File: config.mk
export PLATFORM = sky130hd
export DESIGN_NAME = tick_timer
export DESIGN_NICKNAME = d
export VERILOG_FILES = /design/src/rtl/tick_pkg.sv /design/src/rtl/tick_src.sv /design/src/rtl/tick_regs.sv /design/src/rtl/tick_fsm.sv /design/src/rtl/tick_timer.sv
export SDC_FILE = /design/constraint.sdc
export NUM_CORES = 1
export LEC_CHECK = 0
export ABC_AREA = 1
export BUFFER_PORTS_ARGS = -buffer_cell sky130_fd_sc_hd__clkbuf_2
export CORE_ASPECT_RATIO = 1.4
export CORE_MARGIN = 10
export CORE_UTILIZATION = 49
export CTS_CLUSTER_SIZE = 40
export DETAILED_ROUTE_END_ITERATION = 16
export PLACE_DENSITY = 0.76
export SLEW_MARGIN = 25
export SYNTH_ARGS = -nofsm -noshare
export SYNTH_HDL_FRONTEND = slang
export SYNTH_SLANG_ARGS = --single-unit
File: constraint.sdc
create_clock -name clk -period 1.65 [get_ports clk]
set_input_delay 0.33 -clock clk [delete_from_list [all_inputs] [get_ports clk]]
set_output_delay 0.33 -clock clk [all_outputs]
set_load 0.05 [all_outputs]
File: src/rtl/tick_pkg.sv
package tick_pkg;

    typedef enum logic [1:0] {
        ST_STOP = 2'd0,
        ST_WRAP = 2'd1,
        ST_DOWN = 2'd2
    } tick_state_e;

    localparam int OFS_CTRL    = 'h0;
    localparam int OFS_RELOAD  = 'h4;
    localparam int OFS_CURRENT = 'h8;

    localparam int EN_BIT   = 0;
    localparam int TI_BIT   = 1;
    localparam int SRC_BIT  = 2;
    localparam int FLAG_BIT = 16;

endpackage

File: src/rtl/tick_src.sv
module tick_src (
    input  logic clk_sel,
    input  logic ref_tick,
    output logic tick
);
    // source select: system clock counts every cycle, else only on strobe
    always_comb begin
        tick = clk_sel ? 1'b1 : ref_tick;
    end
endmodule

File: src/rtl/tick_regs.sv
module tick_regs
    import tick_pkg::*;
#(
    parameter int DATA_W = 32,
    parameter int CNT_W  = 24,
    parameter int ADDR_W = 4
) (
    input  logic              clk,
    input  logic              rst_n,
    input  logic              sel,
    input  logic              wr,
    input  logic [ADDR_W-1:0] addr,
    input  logic [DATA_W-1:0] wdata,
    output logic [DATA_W-1:0] rdata,
    input  logic [CNT_W-1:0]  cnt,
    input  logic              hit,
    output logic              enable,
    output logic              tickint,
    output logic              clk_sel,
    output logic [CNT_W-1:0]  reload,
    output logic              flag,
    output logic              clr_wr
);
    localparam logic [ADDR_W-1:0] A_CTRL = ADDR_W'(OFS_CTRL);
    localparam logic [ADDR_W-1:0] A_RELD = ADDR_W'(OFS_RELOAD);
    localparam logic [ADDR_W-1:0] A_CURR = ADDR_W'(OFS_CURRENT);

    logic wr_ctrl, wr_reld, rd_ctrl;
    logic wdata_unused;

    assign wr_ctrl = sel && wr && (addr == A_CTRL);
    assign wr_reld = sel && wr && (addr == A_RELD);
    assign clr_wr  = sel && wr && (addr == A_CURR);
    assign rd_ctrl = sel && !wr && (addr == A_CTRL);
    assign wdata_unused = ^wdata[DATA_W-1:CNT_W];

    always_ff @(posedge clk) begin
        if (!rst_n) begin
            enable  <= 1'b0;
            tickint <= 1'b0;
            clk_sel <= 1'b0;
            reload  <= '0;
        end else begin
            if (wr_ctrl) begin
                enable  <= wdata[EN_BIT];
                tickint <= wdata[TI_BIT];
                clk_sel <= wdata[SRC_BIT];
            end
            if (wr_reld) begin
                reload <= wdata[CNT_W-1:0];
            end
        end
    end

    // sticky flag: a clearing write beats a crossing, a crossing beats a read
    always_ff @(posedge clk) begin
        if (!rst_n) begin
            flag <= 1'b0;
        end else if (clr_wr) begin
            flag <= 1'b0;
        end else if (hit) begin
            flag <= 1'b1;
        end else if (rd_ctrl) begin
            flag <= 1'b0;
        end
    end

    always_comb begin
        rdata = '0;
        if (sel && !wr) begin
            if (addr == A_CTRL) begin
                rdata[EN_BIT]   = enable;
                rdata[TI_BIT]   = tickint;
                rdata[SRC_BIT]  = clk_sel;
                rdata[FLAG_BIT] = flag;
            end else if (addr == A_RELD) begin
                rdata[CNT_W-1:0] = reload;
            end else if (addr == A_CURR) begin
                rdata[CNT_W-1:0] = cnt;
            end
        end
    end
endmodule

File: src/rtl/tick_fsm.sv
module tick_fsm
    import tick_pkg::*;
#(
    parameter int CNT_W = 24
) (
    input  logic             clk,
    input  logic             rst_n,
    input  logic             enable,
    input  logic             tick,
    input  logic             tickint,
    input  logic             clr,
    input  logic [CNT_W-1:0] reload,
    output logic [CNT_W-1:0] cnt,
    output logic             counting,
    output logic             hit,
    output logic             irq
);
    localparam logic [CNT_W-1:0] ONE = CNT_W'(1);

    tick_state_e      st_q, st_n;
    logic [CNT_W-1:0] cnt_q, cnt_n;
    logic             irq_q;

    assign counting = enable && tick && (st_q != ST_STOP);

    always_comb begin
        st_n  = st_q;
        cnt_n = cnt_q;
        hit   = 1'b0;
        if (clr) begin
            cnt_n = '0;
            st_n  = enable ? ST_WRAP : ST_STOP;
        end else begin
            unique case (st_q)
                ST_STOP: begin
                    if (enable) begin
                        st_n = (cnt_q == '0) ? ST_WRAP : ST_DOWN;
                    end
                end
                ST_WRAP: begin
                    if (!enable) begin
                        st_n = ST_STOP;
                    end else if (counting) begin
                        cnt_n = reload;
                        st_n  = (reload == '0) ? ST_WRAP : ST_DOWN;
                    end
                end
                ST_DOWN: begin
                    if (!enable) begin
                        st_n = ST_STOP;
                    end else if (counting) begin
                        cnt_n = cnt_q - ONE;
                        if (cnt_q == ONE) begin
                            hit  = 1'b1;
                            st_n = ST_WRAP;
                        end
                    end
                end
                default: st_n = ST_STOP;
            endcase
        end
    end

    always_ff @(posedge clk) begin
        if (!rst_n) begin
            st_q  <= ST_STOP;
            cnt_q <= '0;
        end else begin
            st_q  <= st_n;
            cnt_q <= cnt_n;
        end
    end

    always_ff @(posedge clk) begin
        if (!rst_n) begin
            irq_q <= 1'b0;
        end else begin
            irq_q <= hit && tickint;
        end
    end

    assign cnt = cnt_q;
    assign irq = irq_q;
endmodule

File: src/rtl/tick_timer.sv
module tick_timer
    import tick_pkg::*;
#(
    parameter int DATA_W = 32,
    parameter int CNT_W  = 24,
    parameter int ADDR_W = 4
) (
    input  logic              clk,
    input  logic              rst_n,
    input  logic              bus_sel,
    input  logic              bus_wr,
    input  logic [ADDR_W-1:0] bus_addr,
    input  logic [DATA_W-1:0] bus_wdata,
    output logic [DATA_W-1:0] bus_rdata,
    input  logic              ref_tick,
    output logic              tick_irq
);
    logic             enable, tickint, clk_sel, flag, clr_wr;
    logic             tick, counting, hit;
    logic [CNT_W-1:0] reload, cnt;

    tick_src u_src (
        .clk_sel (clk_sel),
        .ref_tick(ref_tick),
        .tick    (tick)
    );

    tick_regs #(.DATA_W(DATA_W), .CNT_W(CNT_W), .ADDR_W(ADDR_W)) u_regs (
        .clk    (clk),
        .rst_n  (rst_n),
        .sel    (bus_sel),
        .wr     (bus_wr),
        .addr   (bus_addr),
        .wdata  (bus_wdata),
        .rdata  (bus_rdata),
        .cnt    (cnt),
        .hit    (hit),
        .enable (enable),
        .tickint(tickint),
        .clk_sel(clk_sel),
        .reload (reload),
        .flag   (flag),
        .clr_wr (clr_wr)
    );

    tick_fsm #(.CNT_W(CNT_W)) u_fsm (
        .clk     (clk),
        .rst_n   (rst_n),
        .enable  (enable),
        .tick    (tick),
        .tickint (tickint),
        .clr     (clr_wr),
        .reload  (reload),
        .cnt     (cnt),
        .counting(counting),
        .hit     (hit),
        .irq     (tick_irq)
    );
endmodule

==> results.yml <==
worst_setup_path:
  r2r-start: "u_fsm.st_q[0]"
  cp-endpoint: "bus_rdata[9]"
  worstSetupPathType: "input pin to output port"
  r2r-end: "u_fsm.cnt[18]"
  crit_start: "bus_addr[1]"
  start_kind: "input pin"
  crit_fanout: 5
  rr_worst_depth: 8
  r2r_slack_ns: 0.07
  required_ns: 1.32
  cp-end-kind: "output port"
  arrival_ns: 1.57
sta:
  clock_skew_ns: 0.00866
  final_max_slew_viol_count: 0
  rsz0062_at_grt: "true"
  period_needed_ns: 1.90
  min_period_over_period_pct: 115
  hold_slack_ns: 0.283
  fin_ws_ns: -0.247
  max_clock_freq_mhz: 527
  hold_violations: 0
  finalSetupViolations: 25
yosys:
  syn_inst: 530
  synth_edf_count: 0
  synth_async_sr_flop_share_pct: 0
  synth_seq_cells: 55
  synth_top_area_cell: "dfxtp_1"
  synth_area_leaders: "dfxtp_1 (33%), a21oi_1 (13%), nand2_1 (13%)"
  yosys-top-cells-count: "nand2_1 (113), a21oi_1 (87), nor2_1 (61)"
  synth_area_sq_mm: 0.00334
  synth_ff_type: "dfxtp_1"
  ys_seq_area_share_pct: 33.0
  synth_top_area_share_pct: 33.0
  yosys.cell_count.top_type: "nand2_1"
  synth.distinct_cells: 33
  yosys_warnings: 0
  avgSynthCellArea_sq_um: 6.30
pwr:
  ir_drop_mv: 0.444
  power_mw: 2.51
  p_per_area_mw_per_mm2: 500
  power_leakage_nw: 2.12
placed_design:
  dp_cells: 690
  place.gp.congestion: 0.935
  dp_hpwl_mm: 8.25
  io_buffers: 57
clocking:
  cts_tree: "yes"
  clk_pin_slew_ns: 0.09
  cts_root_buf: "clkbuf_8"
  holdBufCountCts: 0
  clkLatencyLatePin_ns: 0.31
  cts_buffer_depth: 2
  cts_num_sinks: 55
  cts.htree.levels: 2
  numCtsBuffers: 5
worst_hold_path:
  hold_path_class: "input pin to register"
die:
  io_pins: 74
  die_h_um: 118
  fp-row-count: 35
  coreArea_sq_mm: 0.00661
  die_w_um: 89.8
  die-area_sq_mm: 0.0106
  start_util_pct: 50.5
outcome:
  status: "finished with violations"
  violations: "setup timing"
route:
  wl_mm: 11.2
  wl_per_cell_um: 15.9
  vias_per_cell: 5.49
  vias: 3869
  ant_nets: 0
  drc: 0
  drt_iter0_drc: 243
  first_pass_iters: 5
finish:
  multi_input_area_sq_mm: 0.00237
  antenna_cells: 0
  layout-drive-gt1-share_pct: 31.3
  seqCellArea_sq_mm: 0.00110
  nNetsFinal: 656
  stdcell_count: 705
  nFillCells: 506
  syn_to_final_growth_pct: 50.3
global_route:
  grt_overflow: 0
  grt_util_all_layers_pct: 18.7
  grt_max_degree: 41
  grt_pass1_wl_mm: 17.1
  grt_pass1_vias: 3859
  antenna_found_initial: 0
flow_run:
  cap_violations: 0
-- report_power, final --
| part | internal (mW) | leakage, nW | switching (mW) |
|---|---|---|---|
| Sequential | 1.34 | 0.443 | 0.00781 |
| Clock | 0.446 | 0.0513 | 0.441 |
| Combinational | 0.0980 | 1.62 | 0.183 |
| Total | 1.88 | 2.12 | 0.632 |
-- cell usage in the layout (no fill, tap or decap), types with 3 or more instances in the layout --
master / instances
nand2_1: 89
a21oi_1: 64
dfxtp_1: 55
inv_1: 49
nor2_1: 46
o21ai_0: 36
buf_4: 33
clkbuf_2: 32
buf_12: 29
a21oi_4: 21
nand3_1: 21
nand2_4: 15
o21ai_1: 13
nand2_2: 10
nor2_2: 10
conb_1: 8
inv_2: 7
nand4_1: 7
a211oi_1: 7
nor2_4: 6
xnor2_1: 6
xor2_1: 5
clkbuf_8: 5
buf_6: 5
nor3_1: 4
a21oi_2: 4
o22ai_2: 3
nand3b_1: 3
-- registers in the layout, indices dropped and copies added, names as in the netlist --
name and cells:
u_regs.tickint 1, u_regs.clk_sel 1, u_regs.reload 24, u_fsm.irq 1
u_fsm.st_q 2, u_regs.flag 1, u_fsm.cnt 24, u_regs.enable 1
-- worst max-delay path, cell delays in order --
cell and delay [ns]:
buf_6 0.09, or2_4 0.26, nor3_4 0.18, buf_6 0.16, clkbuf_16 0.15, nand2_1 0.08, a21oi_4 0.16, buf_12 0.15
-- final cells by class --
class                           count  area share (%)
Multi-Input combinational cell    391            47.2
Timing Repair Buffer              102            22.1
Sequential cell                    55            21.9
Inverter                           58            4.48
Tap cell                           92            2.29
Clock buffer                        6            1.44
Clock inverter                      1           0.598
-- worst min-delay path by stage --
stage	start	to	slack, ns	cells after the start
floorplan	u_regs.tickint	u_fsm.irq	0.44	2
global placement	u_regs.flag	u_regs.flag	0.45	2
detailed placement	u_regs.flag	u_regs.flag	0.46	2
CTS	bus_wdata[15]	u_regs.reload[15]	0.29	3
global route	bus_wdata[6]	u_regs.reload[6]	0.31	3
finish	bus_wdata[15]	u_regs.reload[15]	0.28	3
-- cells by family after synthesis --
| family | synth area share (%) |
|---|---|
| compound gates | 24.7 |
| xor+xnor | 2.88 |
| fa+ha+maj | 0.749 |
| buf+inv | 11.6 |
| flops | 33.0 |
| other cells | 0.112 |
| simple gates | 27.0 |
-- through the flow --
step | util, % | setup WS [ns] | area (sq um) | setup TNS (ns)
after floorplan | - | -0.0946 | 3760 | -1.97
after global placement | 70.1 | -0.186 | 4640 | -4.89
after detailed placement | 70.1 | -0.196 | 4640 | -7.06
after CTS | 72.0 | -0.197 | 4760 | -4.15
after global routing | 76.0 | -0.286 | 5020 | -6.59
final | 76.0 | -0.247 | 5020 | -5.18
-- repair_timing --
item                       4_1_cts  5_1_grt
gates resized for setup          4       49
buffers inserted                 0        4
setup endpoints to repair       24       45
gates cloned                     0        4
pin swaps                        0        8
-- layer usage --
layer	global-route usage (%)	wire [um]	share of wire, %
met5	0	0	0
met4	7.00	359	3.2
met3	3.45	493	4.4
met2	36.3	6130	55
met1	19.0	4230	38
Power figures use the tool's default switching activity.
